==> config.mk <==
export PLATFORM = sky130hd
export DESIGN_NAME = sarSerialAdc
export DESIGN_NICKNAME = d
export VERILOG_FILES = /design/src/rtl/sarAdcPkg.sv /design/src/rtl/sarInSync.sv /design/src/rtl/sarCtrl.sv /design/src/rtl/sarDatapath.sv /design/src/rtl/sarSerialAdc.sv
export SDC_FILE = /design/constraint.sdc
export NUM_CORES = 1
export LEC_CHECK = 0
export BUFFER_PORTS_ARGS = -buffer_cell sky130_fd_sc_hd__clkbuf_2
export CORE_ASPECT_RATIO = 0.9
export CORE_MARGIN = 2
export CORE_UTILIZATION = 60
export DETAILED_ROUTE_END_ITERATION = 8
export PLACE_DENSITY_LB_ADDON = 0.08
export RECOVER_POWER = 100
export SYNTH_ARGS = -nofsm -noshare
export SYNTH_HDL_FRONTEND = slang
export SYNTH_SLANG_ARGS = --single-unit
==> constraint.sdc <==
create_clock -name clk -period 5 [get_ports clk]
set_input_delay 0 -clock clk [delete_from_list [all_inputs] [get_ports clk]]
set_output_delay 0 -clock clk [all_outputs]
set_load 0.01 [all_outputs]
==> src/rtl/sarAdcPkg.sv <==
package sarAdcPkg;
  typedef struct packed {
    logic start;
    logic step;
    logic abort;
    logic shift;
  } ctrlStrobes_t;

  typedef enum logic [1:0] {
    ST_OFF,
    ST_IDLE,
    ST_CONV,
    ST_READ
  } ctrlState_t;
endpackage

==> src/rtl/sarInSync.sv <==
module sarInSync #(
  parameter int WIDTH = 3,
  parameter int STAGES = 2,
  parameter logic [WIDTH-1:0] RST_VAL = '0
) (
  input  logic             clk,
  input  logic             rstN,
  input  logic [WIDTH-1:0] din,
  output logic [WIDTH-1:0] dout
);
  logic [WIDTH-1:0] pipe [STAGES];

  always_ff @(posedge clk or negedge rstN) begin
    if (!rstN) begin
      for (int i = 0; i < STAGES; i++) pipe[i] <= RST_VAL;
    end else begin
      pipe[0] <= din;
      for (int i = 1; i < STAGES; i++) pipe[i] <= pipe[i-1];
    end
  end

  assign dout = pipe[STAGES-1];
endmodule

==> src/rtl/sarCtrl.sv <==
module sarCtrl
  import sarAdcPkg::*;
(
  input  logic         clk,
  input  logic         rstN,
  input  logic         csNS,
  input  logic         sclkS,
  input  logic         shdnNS,
  input  logic         convTick,
  input  logic         lastStep,
  output ctrlStrobes_t strb,
  output logic         holdOn,
  output logic         doutOe
);
  ctrlState_t state, nextState;
  logic csPrev, sclkPrev;
  logic csFall, csRise, sclkFall;

  assign csFall   = csPrev & ~csNS;
  assign csRise   = ~csPrev & csNS;
  assign sclkFall = sclkPrev & ~sclkS;

  always_ff @(posedge clk or negedge rstN) begin
    if (!rstN) begin
      state    <= ST_IDLE;
      csPrev   <= 1'b1;
      sclkPrev <= 1'b0;
    end else begin
      state    <= nextState;
      csPrev   <= csNS;
      sclkPrev <= sclkS;
    end
  end

  always_comb begin
    nextState = state;
    strb = '0;
    case (state)
      ST_OFF: if (shdnNS) nextState = ST_IDLE;
      ST_IDLE: begin
        if (!shdnNS) nextState = ST_OFF;
        else if (csFall) begin
          strb.start = 1'b1;
          nextState = ST_CONV;
        end
      end
      ST_CONV: begin
        if (csRise || !shdnNS) begin
          strb.abort = 1'b1;
          nextState = shdnNS ? ST_IDLE : ST_OFF;
        end else if (convTick) begin
          strb.step = 1'b1;
          if (lastStep) nextState = ST_READ;
        end
      end
      ST_READ: begin
        if (!shdnNS) begin
          strb.abort = 1'b1;
          nextState = ST_OFF;
        end else if (csRise) nextState = ST_IDLE;
        else if (sclkFall) strb.shift = 1'b1;
      end
      default: nextState = ST_IDLE;
    endcase
  end

  assign holdOn = (state == ST_CONV);
  assign doutOe = (state == ST_CONV) || (state == ST_READ);

  a_r9_no_start_in_off: assert property (@(posedge clk) disable iff (!rstN)
    (state == ST_OFF) |=> (state != ST_CONV));
  a_r7_idle_needs_fall: assert property (@(posedge clk) disable iff (!rstN)
    (state == ST_IDLE && csNS) |=> (state != ST_CONV));
endmodule

==> src/rtl/sarDatapath.sv <==
module sarDatapath
  import sarAdcPkg::*;
#(
  parameter int RES_BITS = 10,
  parameter int SUB_BITS = 2,
  localparam int CODE_W = RES_BITS + SUB_BITS
) (
  input  logic              clk,
  input  logic              rstN,
  input  ctrlStrobes_t      strb,
  input  logic              cmpHigh,
  output logic [CODE_W-1:0] trialCode,
  output logic              lastStep,
  output logic              doutBit
);
  localparam logic [CODE_W-1:0] TOP_BIT = {1'b1, {(CODE_W-1){1'b0}}};

  logic [CODE_W-1:0] code, mask;
  logic [CODE_W:0]   frame;
  logic [CODE_W-1:0] nextCode;

  assign nextCode = cmpHigh ? (code | mask) : code;

  always_ff @(posedge clk or negedge rstN) begin
    if (!rstN) begin
      code  <= '0;
      mask  <= '0;
      frame <= '0;
    end else if (strb.abort) begin
      code  <= '0;
      mask  <= '0;
      frame <= '0;
    end else if (strb.start) begin
      code  <= '0;
      mask  <= TOP_BIT;
      frame <= '0;
    end else if (strb.step) begin
      code <= nextCode;
      mask <= mask >> 1;
      if (mask[0]) frame <= {1'b1, nextCode};
    end else if (strb.shift) begin
      frame <= {frame[CODE_W-1:0], 1'b0};
    end
  end

  assign trialCode = code | mask;
  assign lastStep  = mask[0];
  assign doutBit   = frame[CODE_W];

  a_r8_abort_clears: assert property (@(posedge clk) disable iff (!rstN)
    strb.abort |=> (trialCode == '0 && !doutBit));
  a_r5_frame_moves_on_strobe: assert property (@(posedge clk) disable iff (!rstN)
    (strb == '0) |=> $stable(frame));
  a_r4_one_mask_bit: assert property (@(posedge clk) disable iff (!rstN)
    $onehot0(mask));
endmodule

==> src/rtl/sarSerialAdc.sv <==
module sarSerialAdc
  import sarAdcPkg::*;
#(
  parameter int RES_BITS = 10,
  parameter int SUB_BITS = 2,
  parameter int SYNC_STAGES = 2,
  localparam int CODE_W = RES_BITS + SUB_BITS
) (
  input  logic              clk,
  input  logic              rstN,
  input  logic              csN,
  input  logic              sclk,
  input  logic              shdnN,
  input  logic              convTick,
  input  logic              cmpHigh,
  output logic              holdOn,
  output logic [CODE_W-1:0] trialCode,
  output logic              doutBit,
  output logic              doutOe
);
  logic [2:0] pinSync;
  ctrlStrobes_t strb;
  logic lastStep;

  sarInSync #(.WIDTH(3), .STAGES(SYNC_STAGES), .RST_VAL(3'b101)) uSync (
    .clk(clk), .rstN(rstN), .din({shdnN, sclk, csN}), .dout(pinSync)
  );

  sarCtrl uCtrl (
    .clk(clk), .rstN(rstN), .csNS(pinSync[0]), .sclkS(pinSync[1]),
    .shdnNS(pinSync[2]), .convTick(convTick), .lastStep(lastStep),
    .strb(strb), .holdOn(holdOn), .doutOe(doutOe)
  );

  sarDatapath #(.RES_BITS(RES_BITS), .SUB_BITS(SUB_BITS)) uData (
    .clk(clk), .rstN(rstN), .strb(strb), .cmpHigh(cmpHigh),
    .trialCode(trialCode), .lastStep(lastStep), .doutBit(doutBit)
  );

  a_r2_low_while_hold: assert property (@(posedge clk) disable iff (!rstN)
    holdOn |-> (doutOe && !doutBit));
  a_r3_eoc_marker: assert property (@(posedge clk) disable iff (!rstN)
    ($fell(holdOn) && doutOe) |-> doutBit);
endmodule

==> impl_metrics.py, run 1 <==
metrics = {
    "worst_setup_path": {
        "worstSetupEndpointType": "flip-flop",
        "r2r_start": "uCtrl.state[1]",
        "ff2ff_setup_slack_ns": 2.22,
        "startpoint": "uCtrl.state[1]",
        "critPathMaxFanout": 27,
        "path_delay_family": "simple AND/OR/NAND/NOR gates",
        "crit_path_cell_trace": "nor2b_1 > nand4_1 > a211oi_1 > nor3_2 > mux2_1",
        "crit_path_start_kind": "flip-flop",
        "criticalPathCategory": "reg -> reg",
        "worstPathArrival_ns": 2.97,
        "cp.required_ns": 5.19,
        "timing.rr.end": "uData.frame[11]",
        "reg2regPathDepth": 5,
        "critPathSlowestCell": "nand4_1",
        "cp_num_buf_inv": 0,
        "crit_path_max_incr_delay_ns": 0.94,
        "crit_cells": 5,
    },
    "detailed_routing": {
        "firstDrtPassIters": 5,
        "viasPerCell": 5.85,
        "drc_errors": 0,
        "drt-total-wl_mm": 4.25,
        "drt-wirelength-per-cell_um": 15.4,
        "drt-initial-drc-count": 146,
        "num_vias": 1614,
        "ant_nets": 0,
    },
    "synthesis": {
        "ys_ff_latch": 47,
        "syn_avg_cell_area_um2": 10.1,
        "synth_top_area_frac": 0.485,
        "ys.warnings.count": 0,
        "synth_edf_count": 0,
        "synthArstFlopShare": 1.00,
        "synth_area_leaders": "dfrtp_1 (49%), a21oi_1 (9.9%), dfstp_2 (7.5%)",
        "ys.flop_type": "dfrtp_1",
        "netlist_instances": 210,
        "synth_cell_types": 37,
        "synth_nets": 217,
        "netlist_area_um2": 2110,
        "synth_area_leader_cell": "dfrtp_1",
        "seq_area_frac_synth": 0.560,
    },
    "worst_hold_path": {
        "holdPathStages": 4,
        "hold_path.class": "in -> reg",
        "min-delay-start": "convTick",
        "holdPathEnd": "uCtrl.state[0]",
    },
    "timing": {
        "worstMarginPinSlew_ns": 2.40,
        "clock-skew-final_ns": 0.00604,
        "slew_headroom": -0.601,
        "fmax_ghz": 0.360,
        "setup_violations": 0,
        "period_needed_ns": 2.78,
        "rsz0062_at_grt": "no",
        "slew_violations": 48,
        "fin_setup_tns_ns": 0,
        "finalCritPeriodShare": 0.556,
        "hold_viol": 0,
    },
    "finish": {
        "final_cell_count_no_fill": 276,
        "area_growth_pct": 7.99,
        "diodes": 0,
        "drive_gt1_frac": 0.142,
        "final_nets": 238,
    },
    "grt": {
        "grt_pass1_wl_mm": 7.15,
        "grt_antenna_before_repair": 0,
        "grt_use_total": 0.242,
        "grt_max_degree": 48,
        "first_global_vias": 1511,
        "overflow": 0,
    },
    "placement": {
        "io_buffers": 21,
        "dp_cells": 264,
        "place_hpwl_mm": 2.67,
        "gp_congestion": 0.826,
    },
    "pwr": {
        "p_leak_nw": 1.01,
        "ir_worst_vdd_v": 0.000189,
        "total_power_mw": 0.687,
        "p_per_area_nw_per_um2": 301,
    },
    "clocking": {
        "cts_tree": "yes",
        "clk_pin_slew_ns": 0.09,
        "clock_latency_ns": 0.30,
        "htree_levels": 2,
        "numClockSinks": 47,
        "numCtsBuffers": 5,
        "postCtsSetupBuffers": 0,
        "cts_root_buf": "clkbuf_8",
        "clock_path_buffers": 2,
    },
    "floorplanning": {
        "dieWidth_um": 66.6,
        "core-area_um2": 3380,
        "rows": 20,
        "dieArea_um2": 4010,
        "initial_core_util": 0.626,
        "io_pins": 22,
        "fp.dieH_um": 60.3,
    },
    "run_status": {
        "status": "finished, violations left",
        "failed_checks": "max-capacitance violations, max-slew violations",
    },
    "run": {
        "drv_cap": 1,
    },
}
-- cells by family after synthesis --
kind of cell,count (synthesis),share of synthesized area
buffers and inverters,11,0.0290
DFF,47,0.560
and+or+nand+nor,84,0.202
AOI/OAI and AO/OA,66,0.194
muxes,2,0.0142
-- worst reg2reg max path, delay by kind of cell, from the launching register on --
kind             cells  cell delay [ns]
AO/OA/AOI/OAI        1             0.59
flip-flops           1             0.48
multiplexers         1             0.30
AND/OR/NAND/NOR      3             1.30
-- area by class of cell --
cell class,instances,area [um^2]
fillers,288,1100
flip-flops and latches,47,1180
multi-input cells,152,817
repair buffers,25,126
well taps,44,55.1
clock buffers,8,100
-- state kept, by name (all words and copies together), names as in the netlist --
name	flops
uCtrl.csPrev	1
uCtrl.sclkPrev	1
uCtrl.state	2
uData.code	12
uData.frame	13
uData.mask	12
uSync.dout	3
uSync.pipe	3
-- Yosys cell counts (3+ instances only) --
cell type / n
a21oi_1: 42
dfrtp_1: 41
nand2_1: 35
nor2_1: 19
or2_2: 12
o2bb2ai_1: 7
dfstp_2: 6
clkbuf_1: 4
o21ai_0: 4
buf_2: 3
o211ai_1: 3
o22ai_1: 3
-- where the power goes --
group          total, mW  internal (mW)  switching, mW
sequential         0.397          0.389        0.00813
clock              0.250          0.126          0.124
combinational     0.0402         0.0135         0.0267
-- how the worst max path moves through the flow --
stage                     slack, ns         endpoint
final                          2.22  uData.frame[11]
after global routing           1.97  uData.frame[11]
after CTS                      2.67  uData.frame[11]
after detailed placement       2.68  uData.frame[11]
after global placement         2.84  uData.frame[11]
after floorplan                3.23   uData.frame[0]
-- cell usage in the layout (no fill, tap or decap), types with 3 or more instances in the layout --
cell type       n
dfstp_2         4
o21ai_0         5
nor2_1         20
nand2_1        35
clkbuf_1       16
dlygate4sd3_1   4
a21oi_1        42
or2_2          12
o22ai_1         3
dfrtp_1        41
o2bb2ai_1       7
clkbuf_8        7
o211ai_1        3
clkbuf_2        6
-- stage by stage --
step | util | area, um^2 | hold slack, ns | setup slack [ns]
2_1_floorplan | - | 2110 | -0.296 | 3.23
3_3_place_gp | 0.655 | 2210 | 0.0884 | 2.84
3_5_place_dp | 0.655 | 2210 | 0.0917 | 2.68
4_1_cts | 0.696 | 2350 | 0.197 | 2.67
5_1_grt | 0.676 | 2280 | 0.200 | 1.97
6_report | 0.676 | 2280 | 0.187 | 2.22
-- per-layer routing --
metal | GRT usage | share of wire | up-vias
met5 | 0 | 0 | -
met2 | 0.379 | 0.47 | 27
li1 | - | - | 768
met1 | 0.331 | 0.48 | 809
met3 | 0.0452 | 0.031 | 10
met4 | 0.114 | 0.022 | 0
-- repair_timing --
item                       in CTS  in global routing
hold buffers                    4                  0
resized for setup               0                  0
setup endpoints to repair       0                  0
hold endpoints to repair       44                  0
(Power assumes the default switching activity.)
==> run 2: changes to the inputs <==
CORE_UTILIZATION = 52   (was 60)
clock period = 2.55 ns   (was 5 ns; I/O delays follow)
==> run 2 against run 1 <==
Compared with the run above:
- the flow now finishes without violations
- critical path depth unchanged
- combinational power up 110%
- wire length down 0.47%
- sequential cell count unchanged
- cell count up 1.4%
- global-route usage down 3.7 points
- core utilization down 6.7 points
- sequential share of layout area down 0.78 points
- clock skew up 0.0055 ns
- sequential power up 96%
- register-to-register slack worse by 1.8 ns
==> impl_metrics.py, run 2 (same netlist as run 1, synthesis figures left out) <==
metrics = {
    "pwr": {
        "p_seq_frac": 0.604,
        "p_per_area_nw_per_um2": 558,
        "clock_power_share": 0.331,
        "p_leak_nw": 1.03,
        "p_sw_mw": 0.312,
        "comb_power_share": 0.065,
        "swShare": 0.241,
        "p_int_mw": 0.980,
        "ir_worst_vdd_v": 0.000398,
    },
    "clocking": {
        "cts_tree": "yes",
        "clock_latency_ns": 0.30,
        "htree_levels": 2,
        "numClockSinks": 47,
        "clk_pin_slew_ns": 0.09,
        "clock_path_buffers": 2,
        "numCtsBuffers": 5,
        "cts_root_buf": "clkbuf_8",
    },
    "finish": {
        "diodes": 0,
        "largest-register": "uData.frame",
        "largestRegisters": "uData.frame: 13 flops, uData.code: 12 flops, uData.mask: 12 flops",
        "final_cell_count_no_fill": 280,
        "final_nets": 240,
        "drive_gt1_frac": 0.171,
        "mostFrequentLayoutCells": "a21oi_1 (42), dfrtp_1 (41), nand2_1 (35)",
        "area_growth_pct": 9.65,
        "layout_commonest_cell": "a21oi_1",
        "largest_register_ffs": 13,
    },
    "worst_setup_path": {
        "worstSetupEndpointType": "flip-flop",
        "criticalPathCategory": "reg -> reg",
        "cp.required_ns": 2.72,
        "reg2regPathDepth": 5,
        "crit_path_max_incr_delay_ns": 0.64,
        "critPathSlowestCell": "dfstp_1",
        "ff2ff_setup_slack_ns": 0.40,
        "crit_path_start_kind": "flip-flop",
        "crit_path_cell_trace": "nor2b_1 > and4_4 > a32o_4 > o21ai_1 > o2bb2ai_1",
        "r2r_start": "uCtrl.state[0]",
        "critPathMaxFanout": 23,
        "timing.rr.end": "uData.frame[7]",
        "worstPathArrival_ns": 2.32,
    },
    "grt": {
        "overflow": 0,
        "grt_max_degree": 35,
        "use_met3": 0.0389,
        "use_met1": 0.279,
        "met2_usage": 0.331,
        "grt_antenna_before_repair": 0,
        "grt_pass1_wl_mm": 7.31,
        "busiest_layer": "met2",
        "grt_use_total": 0.204,
        "first_global_vias": 1548,
    },
    "timing": {
        "fmax_ghz": 0.464,
        "slew_violations": 0,
        "clock-skew-final_ns": 0.0115,
        "setup_violations": 0,
        "fin_ws_ns": 0.396,
        "finalCritPeriodShare": 0.845,
        "period_needed_ns": 2.15,
        "rsz0062_at_grt": "no",
        "hold_viol": 0,
        "worstMarginPinSlew_ns": 0.840,
        "slew_headroom": 0.440,
        "fin_setup_tns_ns": 0,
    },
    "detailed_routing": {
        "drt-total-wl_mm": 4.23,
        "drt-wirelength-per-cell_um": 15.1,
        "viasPerCell": 5.71,
        "drt-initial-drc-count": 141,
        "num_vias": 1599,
        "firstDrtPassIters": 4,
        "ant_nets": 0,
        "drc_errors": 0,
    },
    "floorplanning": {
        "initial_core_util": 0.555,
        "io_pins": 22,
        "rows": 21,
        "core-area_um2": 3810,
        "fp.dieH_um": 64.5,
        "dieArea_um2": 4590,
        "dieWidth_um": 71.2,
    },
    "worst_hold_path": {
        "hold_path.class": "in -> reg",
        "min-delay-start": "convTick",
        "holdPathEnd": "uCtrl.state[0]",
        "holdPathStages": 4,
    },
    "placement": {
        "io_buffers": 21,
        "gp_congestion": 0.751,
        "dp_cells": 268,
        "place_hpwl_mm": 2.87,
        "dpl_worst_slack_ns": 0.591,
    },
    "run": {
        "drv_cap": 0,
    },
    "run_status": {
        "status": "completed",
    },
}
[run 2: worst max-delay path by stage]
| stage | start | to | cells past startpoint |
|---|---|---|---|
| after global routing | uCtrl.state[0] | uData.frame[9] | 5 |
| final | uCtrl.state[0] | uData.frame[7] | 5 |
| after CTS | uCtrl.csPrev | uData.frame[0] | 5 |
| after global placement | uSync.dout[0] | uData.frame[11] | 5 |
| after detailed placement | uCtrl.csPrev | uData.frame[0] | 5 |
| after floorplan | uSync.dout[0] | uData.frame[0] | 5 |
[run 2: area by class of cell]
type                       count  area (um^2)
multi-input combinational    152          853
sequential                    47         1180
timing repair buffer          27          139
tap                           46         57.6
fill                         313         1490
clock inverter                 3         15.0
clock buffer                   5         68.8
[run 2: through the flow]
step / hold WS [ns] / total power [mW] / util / instance area (um^2)
2_1_floorplan: -0.296 / 0.843 / - / 2110
3_3_place_gp: -0.0937 / 0.876 / 0.585 / 2230
3_5_place_dp: -0.0803 / 0.880 / 0.585 / 2230
4_1_cts: 0.128 / 1.32 / 0.618 / 2350
5_1_grt: 0.197 / 1.35 / 0.608 / 2320
6_report: 0.186 / 1.29 / 0.608 / 2320
[run 2: power by group through the flow]
| stage | sequential, mW | clock, mW | combinational [mW] |
|---|---|---|---|
| 4_1_cts | 0.781 | 0.448 | 0.0894 |
| 5_1_grt | 0.783 | 0.476 | 0.0949 |
| 3_3_place_gp | 0.794 | 0 | 0.0817 |
| 2_1_floorplan | 0.789 | 0 | 0.0532 |
| 3_5_place_dp | 0.795 | 0 | 0.0847 |
| 6_report | 0.780 | 0.428 | 0.0844 |
[run 2: layer usage]
metal  share of wire  routed length [um]
met1            0.46                1970
met2            0.49                2070
met3           0.039                 164
met4          0.0076                  32
met5               0                   0
[run 2: critical path: cells and delay by family (launching register included)]
family	cells	cell delay, ns
and+or+nand+nor	2	0.43
DFF	1	0.64
AOI/OAI and AO/OA	3	0.94
[run 2: repair_timing]
| item | CTS | global route |
|---|---|---|
| setup buffers | 0 | 0 |
| gates resized for setup | 0 | 0 |
| endpoints found under the hold margin | 16 | 0 |
| hold buffers | 4 | 0 |
